--- src/rtl/hbg_pkg.sv ---
package hbg_pkg;

    // Operating condition shared by every sequential part of the supervisor.
    typedef enum logic [1:0] {
        MODE_HOLD   = 2'd0,   // undervoltage: internal state cleared
        MODE_SLEEP  = 2'd1,   // sleep requested: activity frozen
        MODE_ACTIVE = 2'd2    // normal operation
    } hbg_mode_e;

endpackage

--- src/rtl/hbg_oc_qual.sv ---
module hbg_oc_qual
    import hbg_pkg::*;
#(
    parameter int OC_QUAL = 4
) (
    input  logic      clk,
    input  logic      rst_n,
    input  hbg_mode_e mode,
    input  logic      oc_flag,
    output logic      tripped
);
    localparam int CW = $clog2(OC_QUAL + 1);
    localparam logic [CW-1:0] QUAL_C = CW'(OC_QUAL);

    typedef struct packed {
        logic [CW-1:0] cnt;
        logic          trip;
    } qual_st_t;

    qual_st_t st_d, st_q;

    always_comb begin
        st_d = st_q;
        case (mode)
            MODE_HOLD:  st_d = '0;
            MODE_SLEEP: st_d = st_q;
            default: begin
                if (!st_q.trip) begin
                    if (oc_flag) begin
                        if (st_q.cnt == QUAL_C) begin
                            st_d.trip = 1'b1;
                        end else begin
                            st_d.cnt = st_q.cnt + 1'b1;
                        end
                    end else begin
                        st_d.cnt = '0;
                    end
                end
            end
        endcase
    end

    always_ff @(posedge clk or negedge rst_n) begin
        if (!rst_n) begin
            st_q <= '0;
        end else begin
            st_q <= st_d;
        end
    end

    assign tripped = st_q.trip;

endmodule

--- src/rtl/hbg_wake_timer.sv ---
module hbg_wake_timer
    import hbg_pkg::*;
#(
    parameter int WAKE_CYC = 50000
) (
    input  logic      clk,
    input  logic      rst_n,
    input  hbg_mode_e mode,
    output logic      ready_o
);
    localparam int WW = $clog2(WAKE_CYC + 1);
    localparam logic [WW-1:0] WAKE_C = WW'(WAKE_CYC);

    typedef struct packed {
        logic [WW-1:0] cnt;
    } wake_st_t;

    wake_st_t st_d, st_q;

    always_comb begin
        st_d = st_q;
        if (mode != MODE_ACTIVE) begin
            st_d.cnt = '0;
        end else if (st_q.cnt != WAKE_C) begin
            st_d.cnt = st_q.cnt + 1'b1;
        end
    end

    always_ff @(posedge clk or negedge rst_n) begin
        if (!rst_n) begin
            st_q <= '0;
        end else begin
            st_q <= st_d;
        end
    end

    assign ready_o = (st_q.cnt == WAKE_C);

endmodule

--- src/rtl/hb_guard.sv ---
module hb_guard
    import hbg_pkg::*;
#(
    parameter int NBR      = 2,
    parameter int OC_QUAL  = 175,
    parameter int WAKE_CYC = 50000
) (
    input  logic           clk,
    input  logic           rst_n,
    input  logic           sleep_n,
    input  logic           uv_flag,
    input  logic           ot_flag,
    input  logic [NBR-1:0] oc_flag,
    output logic [NBR-1:0] bridge_en,
    output logic           fault_n,
    output logic           logic_rst,
    output logic           ready
);
    typedef struct packed {
        logic ot;
    } top_st_t;

    hbg_mode_e      mode;
    logic [NBR-1:0] trip;
    logic           wake_done;
    top_st_t        st_d, st_q;

    always_comb begin
        if (uv_flag) begin
            mode = MODE_HOLD;
        end else if (!sleep_n) begin
            mode = MODE_SLEEP;
        end else begin
            mode = MODE_ACTIVE;
        end
    end

    generate
        for (genvar gi = 0; gi < NBR; gi++) begin : g_bridge
            hbg_oc_qual #(.OC_QUAL(OC_QUAL)) u_qual (
                .clk     (clk),
                .rst_n   (rst_n),
                .mode    (mode),
                .oc_flag (oc_flag[gi]),
                .tripped (trip[gi])
            );
        end
    endgenerate

    hbg_wake_timer #(.WAKE_CYC(WAKE_CYC)) u_wake (
        .clk     (clk),
        .rst_n   (rst_n),
        .mode    (mode),
        .ready_o (wake_done)
    );

    always_comb begin
        st_d    = st_q;
        st_d.ot = (mode == MODE_ACTIVE) && ot_flag;
    end

    always_ff @(posedge clk or negedge rst_n) begin
        if (!rst_n) begin
            st_q <= '0;
        end else begin
            st_q <= st_d;
        end
    end

    assign ready     = wake_done;
    assign logic_rst = !rst_n || uv_flag;
    assign fault_n   = !((|trip) || st_q.ot);
    assign bridge_en = {NBR{wake_done && !st_q.ot}} & ~trip;

endmodule

--- config.mk ---
export PLATFORM = sky130hd
export DESIGN_NAME = hb_guard
export DESIGN_NICKNAME = d
export VERILOG_FILES = /design/src/rtl/hbg_pkg.sv /design/src/rtl/hbg_oc_qual.sv /design/src/rtl/hbg_wake_timer.sv /design/src/rtl/hb_guard.sv
export SDC_FILE = /design/constraint.sdc
export NUM_CORES = 1
export LEC_CHECK = 0
export ABC_AREA = 1
export BUFFER_PORTS_ARGS = -buffer_cell sky130_fd_sc_hd__buf_2
export CORE_UTILIZATION = 50
export CTS_CLUSTER_SIZE = 24
export DETAILED_ROUTE_END_ITERATION = 6
export GPL_TIMING_DRIVEN = 0
export PLACE_DENSITY = 0.79
export SLEW_MARGIN = 0
export SYNTH_ARGS = -nofsm -noshare
export SYNTH_HDL_FRONTEND = slang
export SYNTH_SLANG_ARGS = --single-unit
--- constraint.sdc ---
create_clock -name clk -period 1.7 [get_ports clk]
set_clock_uncertainty 0.1 [all_clocks]
set_input_delay 0 -clock clk [delete_from_list [all_inputs] [get_ports clk]]
set_output_delay 0 -clock clk [all_outputs]
set_load 0.03 [all_outputs]
==> results.py, run 1 <==
metrics = {
    "run_status": {
        "outcome": "complete, no violations",
    },
    "global_routing": {
        "busiest_layer": "met2",
        "first_global_vias": 1639,
        "globalRoute.totalOverflow": 0,
        "met1_usage_pct": 27.3,
        "grt_use_total_pct": 21.4,
        "antenna_found_initial": 0,
        "grt_max_degree": 37,
        "grtUsageMet3_pct": 5.73,
        "grt_util_met2_pct": 34.1,
        "grt_pass1_wl_um": 6980,
    },
    "critical_path": {
        "r2r_end": "u_wake.st_q[15]",
        "worstPathCellList": "inv_1 -> ha_2 -> nand3_2 -> nor2_2 -> nand2_2 -> nor3_2 -> buf_4",
        "startpoint": "u_wake.st_q[1]",
        "max_stage_delay_ns": 0.40,
        "critPathMaxFanout": 3,
        "startpoint_type": "flop",
        "worst_setup_path_end_kind": "output port",
        "cp.required_ns": 1.60,
        "crit_slowest_cell": "dfrtp_1",
        "r2r_cells": 6,
        "cp.arrival_ns": 1.59,
        "r2r_start": "u_wake.st_q[1]",
        "rrSetupSlack_ns": 0.11,
        "critPathKind": "reg2out",
    },
    "floorplanning": {
        "core_sq_um": 3740,
        "die_h_um": 65.2,
        "row_count": 22,
        "initial_utilization_pct": 53.4,
        "ioPinCount": 12,
        "die-area_sq_um": 4260,
        "chipWidth_um": 65.2,
    },
    "cts": {
        "htreeDepth": 2,
        "cts.sinks": 35,
        "insertion_delay_ns": 0.29,
        "clockBufferDepth": 2,
        "path_clk_slew_ns": 0.07,
        "numCtsBuffers": 5,
        "tritoncts": "done",
        "cts_root_buffer": "clkbuf_8",
    },
    "routing": {
        "wirelength_um": 4360,
        "drt_iter0_drc": 158,
        "vias": 1916,
        "wl_per_cell_um": 12.2,
        "first_pass_iters": 4,
        "ant_nets": 0,
        "viasPerCell": 5.38,
        "route.detailed.drc": 0,
    },
    "synthesis": {
        "yosysUniqueCellTypes": 26,
        "synth_fp_nets": 286,
        "syn-instance-count": 275,
        "synth-seq-cells": 35,
        "yosysSeqAreaShare_pct": 43.8,
        "yosysWarnings": 0,
        "syn_area_per_cell_sq_um": 7.27,
        "netlist_area_sq_um": 2000,
    },
    "final_layout": {
        "syn_to_final_growth_pct": 22.5,
        "num_antenna_cells": 0,
        "drive_gt1_share_pct": 18.8,
        "nets": 318,
    },
    "worst_hold_path": {
        "hold_path_end": "g_bridge[0].u_qual.st_q[8]",
        "min_path_type": "in2reg",
        "holdPathStages": 5,
        "hold_start": "oc_flag[0]",
    },
    "power_and_ir_drop": {
        "p_leak_nw": 1.11,
        "p_per_area_nw_per_um2": 776,
        "vdd_ir_drop_max_mv": 0.596,
    },
    "place": {
        "gp_congestion": 0.904,
        "dp_hpwl_um": 2800,
        "port_buffers": 11,
        "place_ws_ns": 0.0371,
    },
    "sta": {
        "final.setup.worst_slack_ns": 0.00988,
        "tightest_slew_ns": 0.762,
        "maxSlewHeadroom_pct": 49.2,
        "setup_tns_ns": 0,
        "grt_setup_unrepaired": "true",
        "setup_viol": 0,
        "min_period_ns": 1.69,
        "fmax_mhz": 592,
        "drv_slew": 0,
        "fin_crit_sh_pct": 99.4,
        "hold_viol_final": 0,
    },
    "job": {
        "drv_cap": 0,
    },
}
## worst max-delay path: cells and delay by family (launching register included)
family / cells / cell delay (ns)
DFF: 1 / 0.40
and+or+nand+nor: 4 / 0.43
buffers and inverters: 2 / 0.27
adders and majority gates: 1 / 0.20
## sequential cells by signal (all words and copies together), names as in the netlist
name and count:
st_q 1, g_bridge.u_qual.st_q 16, u_wake.st_q 16, g_bridge.u_qual.tripped 2
## synth_stat cells, drive strengths merged
| master | instances | area share [%] |
|---|---|---|
| o21ai | 16 | 4.2 |
| nand4 | 10 | 3.9 |
| o31ai | 1 | 0.38 |
| a31oi | 1 | 0.31 |
| nand3b | 1 | 0.56 |
| inv | 39 | 7.4 |
| nand2 | 57 | 11 |
| nand3 | 28 | 7.0 |
| or2 | 1 | 0.31 |
| ha | 4 | 2.5 |
| nor2 | 42 | 8.0 |
| buf | 2 | 0.81 |
| nor3b | 1 | 0.38 |
| dfrtp | 35 | 44 |
| clkbuf | 1 | 0.19 |
| a21oi | 22 | 5.5 |
| nor3 | 14 | 3.5 |
## cells by family after synthesis
kind of cell,count (synthesis),synth area share [%]
fa+ha+maj,4,2.50
compound gates,40,10.4
flops,35,43.8
simple gates,154,34.9
buf+inv,42,8.45
## power by group
group | total, mW | switching, mW | internal, mW
Clock | 0.885 | 0.299 | 0.586
Sequential | 0.854 | 0.0105 | 0.843
Combinational | 0.162 | 0.0993 | 0.0626
## through the flow
step / cell area (sq um) / instances / hold slack [ns] / power (mW) / utilization (%)
2_1_floorplan: 2000 / 275 / -0.396 / 0.948 / -
3_3_place_gp: 2110 / 334 / 0.0214 / 0.994 / 56.5
3_5_place_dp: 2110 / 334 / 0.0182 / 0.995 / 56.5
4_1_cts: 2330 / 349 / 0.107 / 1.88 / 62.4
5_1_grt: 2450 / 356 / 0.140 / 1.96 / 65.4
6_report: 2450 / 356 / 0.0951 / 1.90 / 65.4
## placed cells by master, fill, tap and decap left out, types with 5 or more instances in the layout
master and n:
nor2_1 34, nor3_1 13, nor2_2 6, nand2_2 7, nand4_1 9, clkbuf_8 5
buf_4 11, buf_2 9, dfrtp_1 34, nand3_1 26, o21ai_0 13, a21oi_1 21
inv_1 36, nand2_1 49, dlygate4sd3_1 6
## layer usage
metal  up-vias  part of all wire [%]
met5         -                     0
li1        967                     -
met4         0                   1.7
met3         8                   3.8
met2        46                    47
met1       895                    48
## what timing repair did
| item | CTS | global route |
|---|---|---|
| setup endpoints to repair | 2 | 23 |
| hold endpoints to repair | 41 | 0 |
| resized for setup | 6 | 22 |
| buffers inserted | 1 | 7 |
| hold buffers | 6 | 0 |
| pin swaps | 3 | 5 |
## layout make-up
| cell class | count | area (sq um) |
|---|---|---|
| plain buffers | 3 | 20.0 |
| clock buffers | 6 | 72.6 |
| clock inverters | 2 | 60.1 |
| fillers | 324 | 1290 |
| inverters | 39 | 149 |
| multi-input cells | 198 | 1030 |
| flip-flops and latches | 35 | 877 |
| well taps | 48 | 60.1 |
| repair buffers | 25 | 183 |
## how the worst max path moves through the flow
stage | endpoint | slack (ns) | cells past startpoint
CTS | bridge_en[1] | -0.006 | 7
floorplan | bridge_en[0] | 0.09 | 6
finish | bridge_en[1] | 0.01 | 7
global route | bridge_en[0] | -0.06 | 7
detailed placement | g_bridge[1].u_qual.st_q[4] | 0.04 | 8
global placement | g_bridge[1].u_qual.st_q[5] | 0.07 | 8
Note: power is estimated with default switching activity, not from simulation.
==> inputs of run 2 (changes only) <==
==> constraint.sdc (replaced) <==
create_clock -name clk -period 1.7 [get_ports clk]
set_clock_uncertainty 0.1 [all_clocks]
set_input_delay 0 -clock clk [delete_from_list [all_inputs] [get_ports clk]]
set_output_delay 0 -clock clk [all_outputs]
set_load 0.05 [all_outputs]
==> results.py, run 2 (synthesis gave the netlist of run 1 again) <==
metrics = {
    "run_status": {
        "outcome": "complete, but fails checks",
        "violations": "negative setup slack",
    },
    "cts": {
        "insertion_delay_ns": 0.29,
        "tritoncts": "done",
        "cts.sinks": 35,
        "clockBufferDepth": 2,
        "numCtsBuffers": 5,
        "path_clk_slew_ns": 0.07,
        "cts_root_buffer": "clkbuf_8",
        "htreeDepth": 2,
    },
    "final_layout": {
        "mostFrequentLayoutCells": "nand2_1, inv_1, dfrtp_1, nor2_1, nand3_1",
        "nFillCells": 304,
        "fin_cells": 354,
        "finalInstanceArea_sq_um": 2470,
        "nets": 316,
        "layout_commonest_cell": "nand2_1",
        "num_antenna_cells": 0,
        "syn_to_final_growth_pct": 23.6,
        "fin_util_pct": 66.0,
        "drive_gt1_share_pct": 19.0,
    },
    "global_routing": {
        "grt_pass1_wl_um": 7060,
        "globalRoute.totalOverflow": 0,
        "grt_use_total_pct": 21.4,
        "grt_max_degree": 37,
        "first_global_vias": 1694,
        "antenna_found_initial": 0,
    },
    "sta": {
        "fin_crit_sh_pct": 100,
        "setup_tns_ns": -0.00335,
        "min_period_ns": 1.70,
        "setup_viol": 1,
        "drv_slew": 0,
        "tightest_slew_ns": 0.496,
        "fmax_mhz": 587,
        "worst_hold_slack_ns": 0.121,
        "hold_viol_final": 0,
        "final.setup.worst_slack_ns": -0.00335,
        "grt_setup_unrepaired": "true",
        "maxSlewHeadroom_pct": 67.0,
    },
    "routing": {
        "wl_per_cell_um": 12.7,
        "vias": 1883,
        "drt_iter0_drc": 175,
        "route.detailed.drc": 0,
        "wirelength_um": 4510,
        "viasPerCell": 5.32,
        "ant_nets": 0,
        "first_pass_iters": 4,
    },
    "job": {
        "drv_cap": 0,
    },
    "critical_path": {
        "cp.arrival_ns": 1.60,
        "cp.required_ns": 1.60,
        "critPathMaxFanout": 4,
        "worst_setup_path_end_kind": "output port",
        "r2r_cells": 9,
        "rrSetupSlack_ns": 0.11,
        "startpoint_type": "flop",
        "critPathKind": "reg2out",
        "r2r_end": "g_bridge[0].u_qual.st_q[8]",
        "startpoint": "u_wake.st_q[1]",
        "r2r_start": "g_bridge[0].u_qual.st_q[1]",
    },
    "floorplanning": {
        "chipWidth_um": 65.2,
        "row_count": 22,
        "core_sq_um": 3740,
        "ioPinCount": 12,
        "initial_utilization_pct": 53.4,
        "die_h_um": 65.2,
        "die-area_sq_um": 4260,
    },
    "place": {
        "place_inst": 334,
        "place_area_sq_um": 2120,
        "place_ws_ns": 0.0592,
        "port_buffers": 11,
        "dp_hpwl_um": 2890,
        "gp_congestion": 0.923,
    },
    "power_and_ir_drop": {
        "vdd_ir_drop_max_mv": 0.510,
        "totalPowerFinal_mw": 1.69,
        "p_per_area_nw_per_um2": 683,
        "p_leak_nw": 1.10,
    },
    "worst_hold_path": {
        "min_path_type": "in2reg",
        "hold_start": "oc_flag[0]",
        "hold_path_end": "g_bridge[0].u_qual.st_q[8]",
        "holdPathStages": 5,
    },
}
run 2: worst max-delay path by stage:
stage                                      end  slack, ns  cells past startpoint
finish                            bridge_en[0]     -0.003                      7
global route                      bridge_en[0]      -0.06                      6
CTS                               bridge_en[0]      -0.01                      7
detailed placement  g_bridge[1].u_qual.st_q[5]       0.06                      8
floorplan                         bridge_en[0]      -0.31                      6
global placement    g_bridge[1].u_qual.st_q[5]       0.07                      8
run 2: power by group:
part | internal, mW | leakage, nW | total (mW) | switching, mW
registers | 0.843 | 0.485 | 0.858 | 0.0147
logic | 0.0590 | 0.568 | 0.160 | 0.101
clock network | 0.368 | 0.0505 | 0.670 | 0.302
run 2: worst max-delay path: stages, from the launching register on:
cell     delay (ns)
dfrtp_1        0.41
inv_1          0.08
ha_2           0.18
nand3_2        0.10
nor2_4         0.13
nand2_4        0.09
nor3_2         0.14
buf_6          0.18
run 2: layout make-up:
type	count	area [sq um]	share of cell area, %
plain buffers	3	20.0	0.810
clock buffers	7	96.3	3.90
clock inverters	1	7.51	0.304
inverters	39	149	6.03
multi-input cells	199	1090	44.1
flip-flops and latches	35	876	35.4
well taps	48	60.1	2.43
repair buffers	22	174	7.04
run 2: layer usage:
metal	share of wire (%)	vias to the layer above	routed length, um	global-route usage (%)
li1	-	966	-	-
met1	45	859	2040	26.1
met2	50	52	2260	36.7
met3	3.5	6	159	4.17
met4	1.1	0	49	8.42
met5	0	-	0	0
run 2: repair_timing:
| item | 4_1_cts | 5_1_grt |
|---|---|---|
| resized for setup | 6 | 31 |
| cloned | 0 | 1 |
| buffers inserted | 2 | 3 |
| endpoints found under the hold margin | 41 | 0 |
| pin swaps | 2 | 3 |
| hold buffers | 6 | 0 |
| endpoints found under the setup margin | 3 | 31 |
==> inputs of run 3 (changes only) <==
--- a/config.mk
+++ b/config.mk
@@ -7,11 +7,13 @@
 export LEC_CHECK = 0
 export ABC_AREA = 1
 export BUFFER_PORTS_ARGS = -buffer_cell sky130_fd_sc_hd__buf_2
+export CORE_MARGIN = 4
 export CORE_UTILIZATION = 50
 export CTS_CLUSTER_SIZE = 24
 export DETAILED_ROUTE_END_ITERATION = 6
 export GPL_TIMING_DRIVEN = 0
 export PLACE_DENSITY = 0.79
+export SKIP_CTS_REPAIR_TIMING = 1
 export SLEW_MARGIN = 0
 export SYNTH_ARGS = -nofsm -noshare
 export SYNTH_HDL_FRONTEND = slang
==> results.py, run 3 (synthesis gave the netlist of run 1 again) <==
metrics = {
    "sta": {
        "setup_tns_ns": 0,
        "grt_setup_unrepaired": "true",
        "hold_viol_final": 36,
        "fmax_mhz": 598,
        "tightest_slew_ns": 0.756,
        "fin_crit_sh_pct": 98.4,
        "drv_slew": 0,
        "setup_viol": 0,
        "maxSlewHeadroom_pct": 49.6,
        "worst_hold_slack_ns": -0.315,
        "min_period_ns": 1.67,
    },
    "cts": {
        "clockBufferDepth": 2,
        "numCtsBuffers": 5,
        "cts_root_buffer": "clkbuf_8",
        "cts.sinks": 35,
        "htreeDepth": 2,
        "path_clk_slew_ns": 0.07,
        "tritoncts": "done",
        "insertion_delay_ns": 0.28,
    },
    "final_layout": {
        "drive_gt1_share_pct": 17.1,
        "seq_area_sq_um": 878,
        "nFillCells": 330,
        "fin_cells": 347,
        "nets": 309,
        "syn_to_final_growth_pct": 17.6,
        "finalInstanceArea_sq_um": 2350,
        "mostFrequentLayoutCells": "nand2_1, nor2_1, inv_1, dfrtp_1, nand3_1",
        "layout_commonest_cell": "nand2_1",
        "num_antenna_cells": 0,
        "multi_input_area_sq_um": 1030,
    },
    "power_and_ir_drop": {
        "p_per_area_nw_per_um2": 703,
        "vdd_ir_drop_max_mv": 0.384,
        "p_leak_nw": 1.06,
        "sw_frac_of_total_pct": 23.6,
        "switching_power_mw": 0.390,
        "power.share.clock_pct": 39.3,
        "totalPowerFinal_mw": 1.65,
        "pwr-share-seq_pct": 51.9,
        "internal-power_mw": 1.26,
        "p_comb_share_pct": 8.9,
    },
    "critical_path": {
        "critPathKind": "reg2out",
        "startpoint_type": "flop",
        "max_stage_delay_ns": 0.42,
        "critPathMaxFanout": 4,
        "crit_slowest_cell": "dfrtp_1",
        "cp.arrival_ns": 1.57,
        "worstPathCellList": "inv_2 -> ha_4 -> nand3_2 -> nor2_2 -> nand2_2 -> nor3_2 -> buf_6",
        "worst_setup_path_end_kind": "output port",
        "cp.required_ns": 1.60,
        "cp.buffers_inverters": 2,
        "cpLargestDelayFamily": "simple AND/OR/NAND/NOR gates",
    },
    "place": {
        "place_area_sq_um": 2120,
        "port_buffers": 11,
        "place_inst": 334,
        "dp_hpwl_um": 2950,
        "gp_congestion": 0.836,
    },
    "run_status": {
        "violations": "negative hold slack",
        "outcome": "complete, but fails checks",
    },
    "routing": {
        "ant_nets": 0,
        "route.detailed.drc": 0,
        "drt_iter0_drc": 160,
        "viasPerCell": 5.33,
        "first_pass_iters": 5,
        "vias": 1849,
        "wl_per_cell_um": 11.8,
        "wirelength_um": 4100,
    },
    "global_routing": {
        "antenna_found_initial": 0,
        "grt_use_total_pct": 17.1,
        "grt_max_degree": 37,
        "first_global_vias": 1627,
        "globalRoute.totalOverflow": 0,
        "grt_pass1_wl_um": 7110,
    },
    "floorplanning": {
        "ioPinCount": 12,
        "die_h_um": 71.2,
        "chipWidth_um": 71.2,
        "die-area_sq_um": 5070,
        "row_count": 22,
        "initial_utilization_pct": 53.0,
        "core_sq_um": 3770,
    },
    "job": {
        "drv_cap": 0,
    },
    "worst_hold_path": {
        "min_path_type": "in2async",
    },
}
==> run 3: layer usage <==
metal | up-vias | global-route usage (%) | wire length [um]
li1 | 945 | - | -
met1 | 856 | 24.0 | 1940
met2 | 42 | 26.0 | 1890
met3 | 6 | 3.79 | 225
met4 | 0 | 6.26 | 41
met5 | - | 0 | 0
==> run 3: final cells by class <==
cell class | count | share of cell area (%)
inverters | 39 | 6.33
multi-input cells | 198 | 43.6
clock buffers | 8 | 4.26
repair buffers | 16 | 5.05
plain buffers | 3 | 0.851
flip-flops and latches | 35 | 37.3
well taps | 48 | 2.55
==> run 3: final timing paths <==
kind	start	end	slack, ns	cells after the start
worst max-delay path	u_wake.st_q[0]	bridge_en[0]	0.03	7
max in group asynchronous	rst_n	u_wake.st_q[5]	1.29	1
worst max register to register	g_bridge[0].u_qual.st_q[2]	g_bridge[0].u_qual.st_q[8]	0.11	9
worst min register to register	u_wake.st_q[5]	u_wake.st_q[5]	0.41	1
worst min-delay path	rst_n	g_bridge[0].u_qual.st_q[3]	-0.31	1
min in group clk	oc_flag[1]	g_bridge[1].u_qual.st_q[5]	-0.01	5
==> run 3: metrics by stage <==
step / util [%] / worst slack (ns)
CTS: 58.9 / -0.117
finish: 62.4 / 0.0278
global placement: 56.2 / 0.0721
floorplan: - / -0.307
global route: 62.4 / -0.0566
detailed placement: 56.2 / 0.0486
==> run 3: power groups by stage <==
stage / Sequential (mW) / Combinational (mW) / Clock, mW
2_1_floorplan: 0.868 / 0.0861 / 0
3_3_place_gp: 0.870 / 0.130 / 0
3_5_place_dp: 0.870 / 0.132 / 0
4_1_cts: 0.854 / 0.132 / 0.672
5_1_grt: 0.859 / 0.169 / 0.705
6_report: 0.858 / 0.147 / 0.650
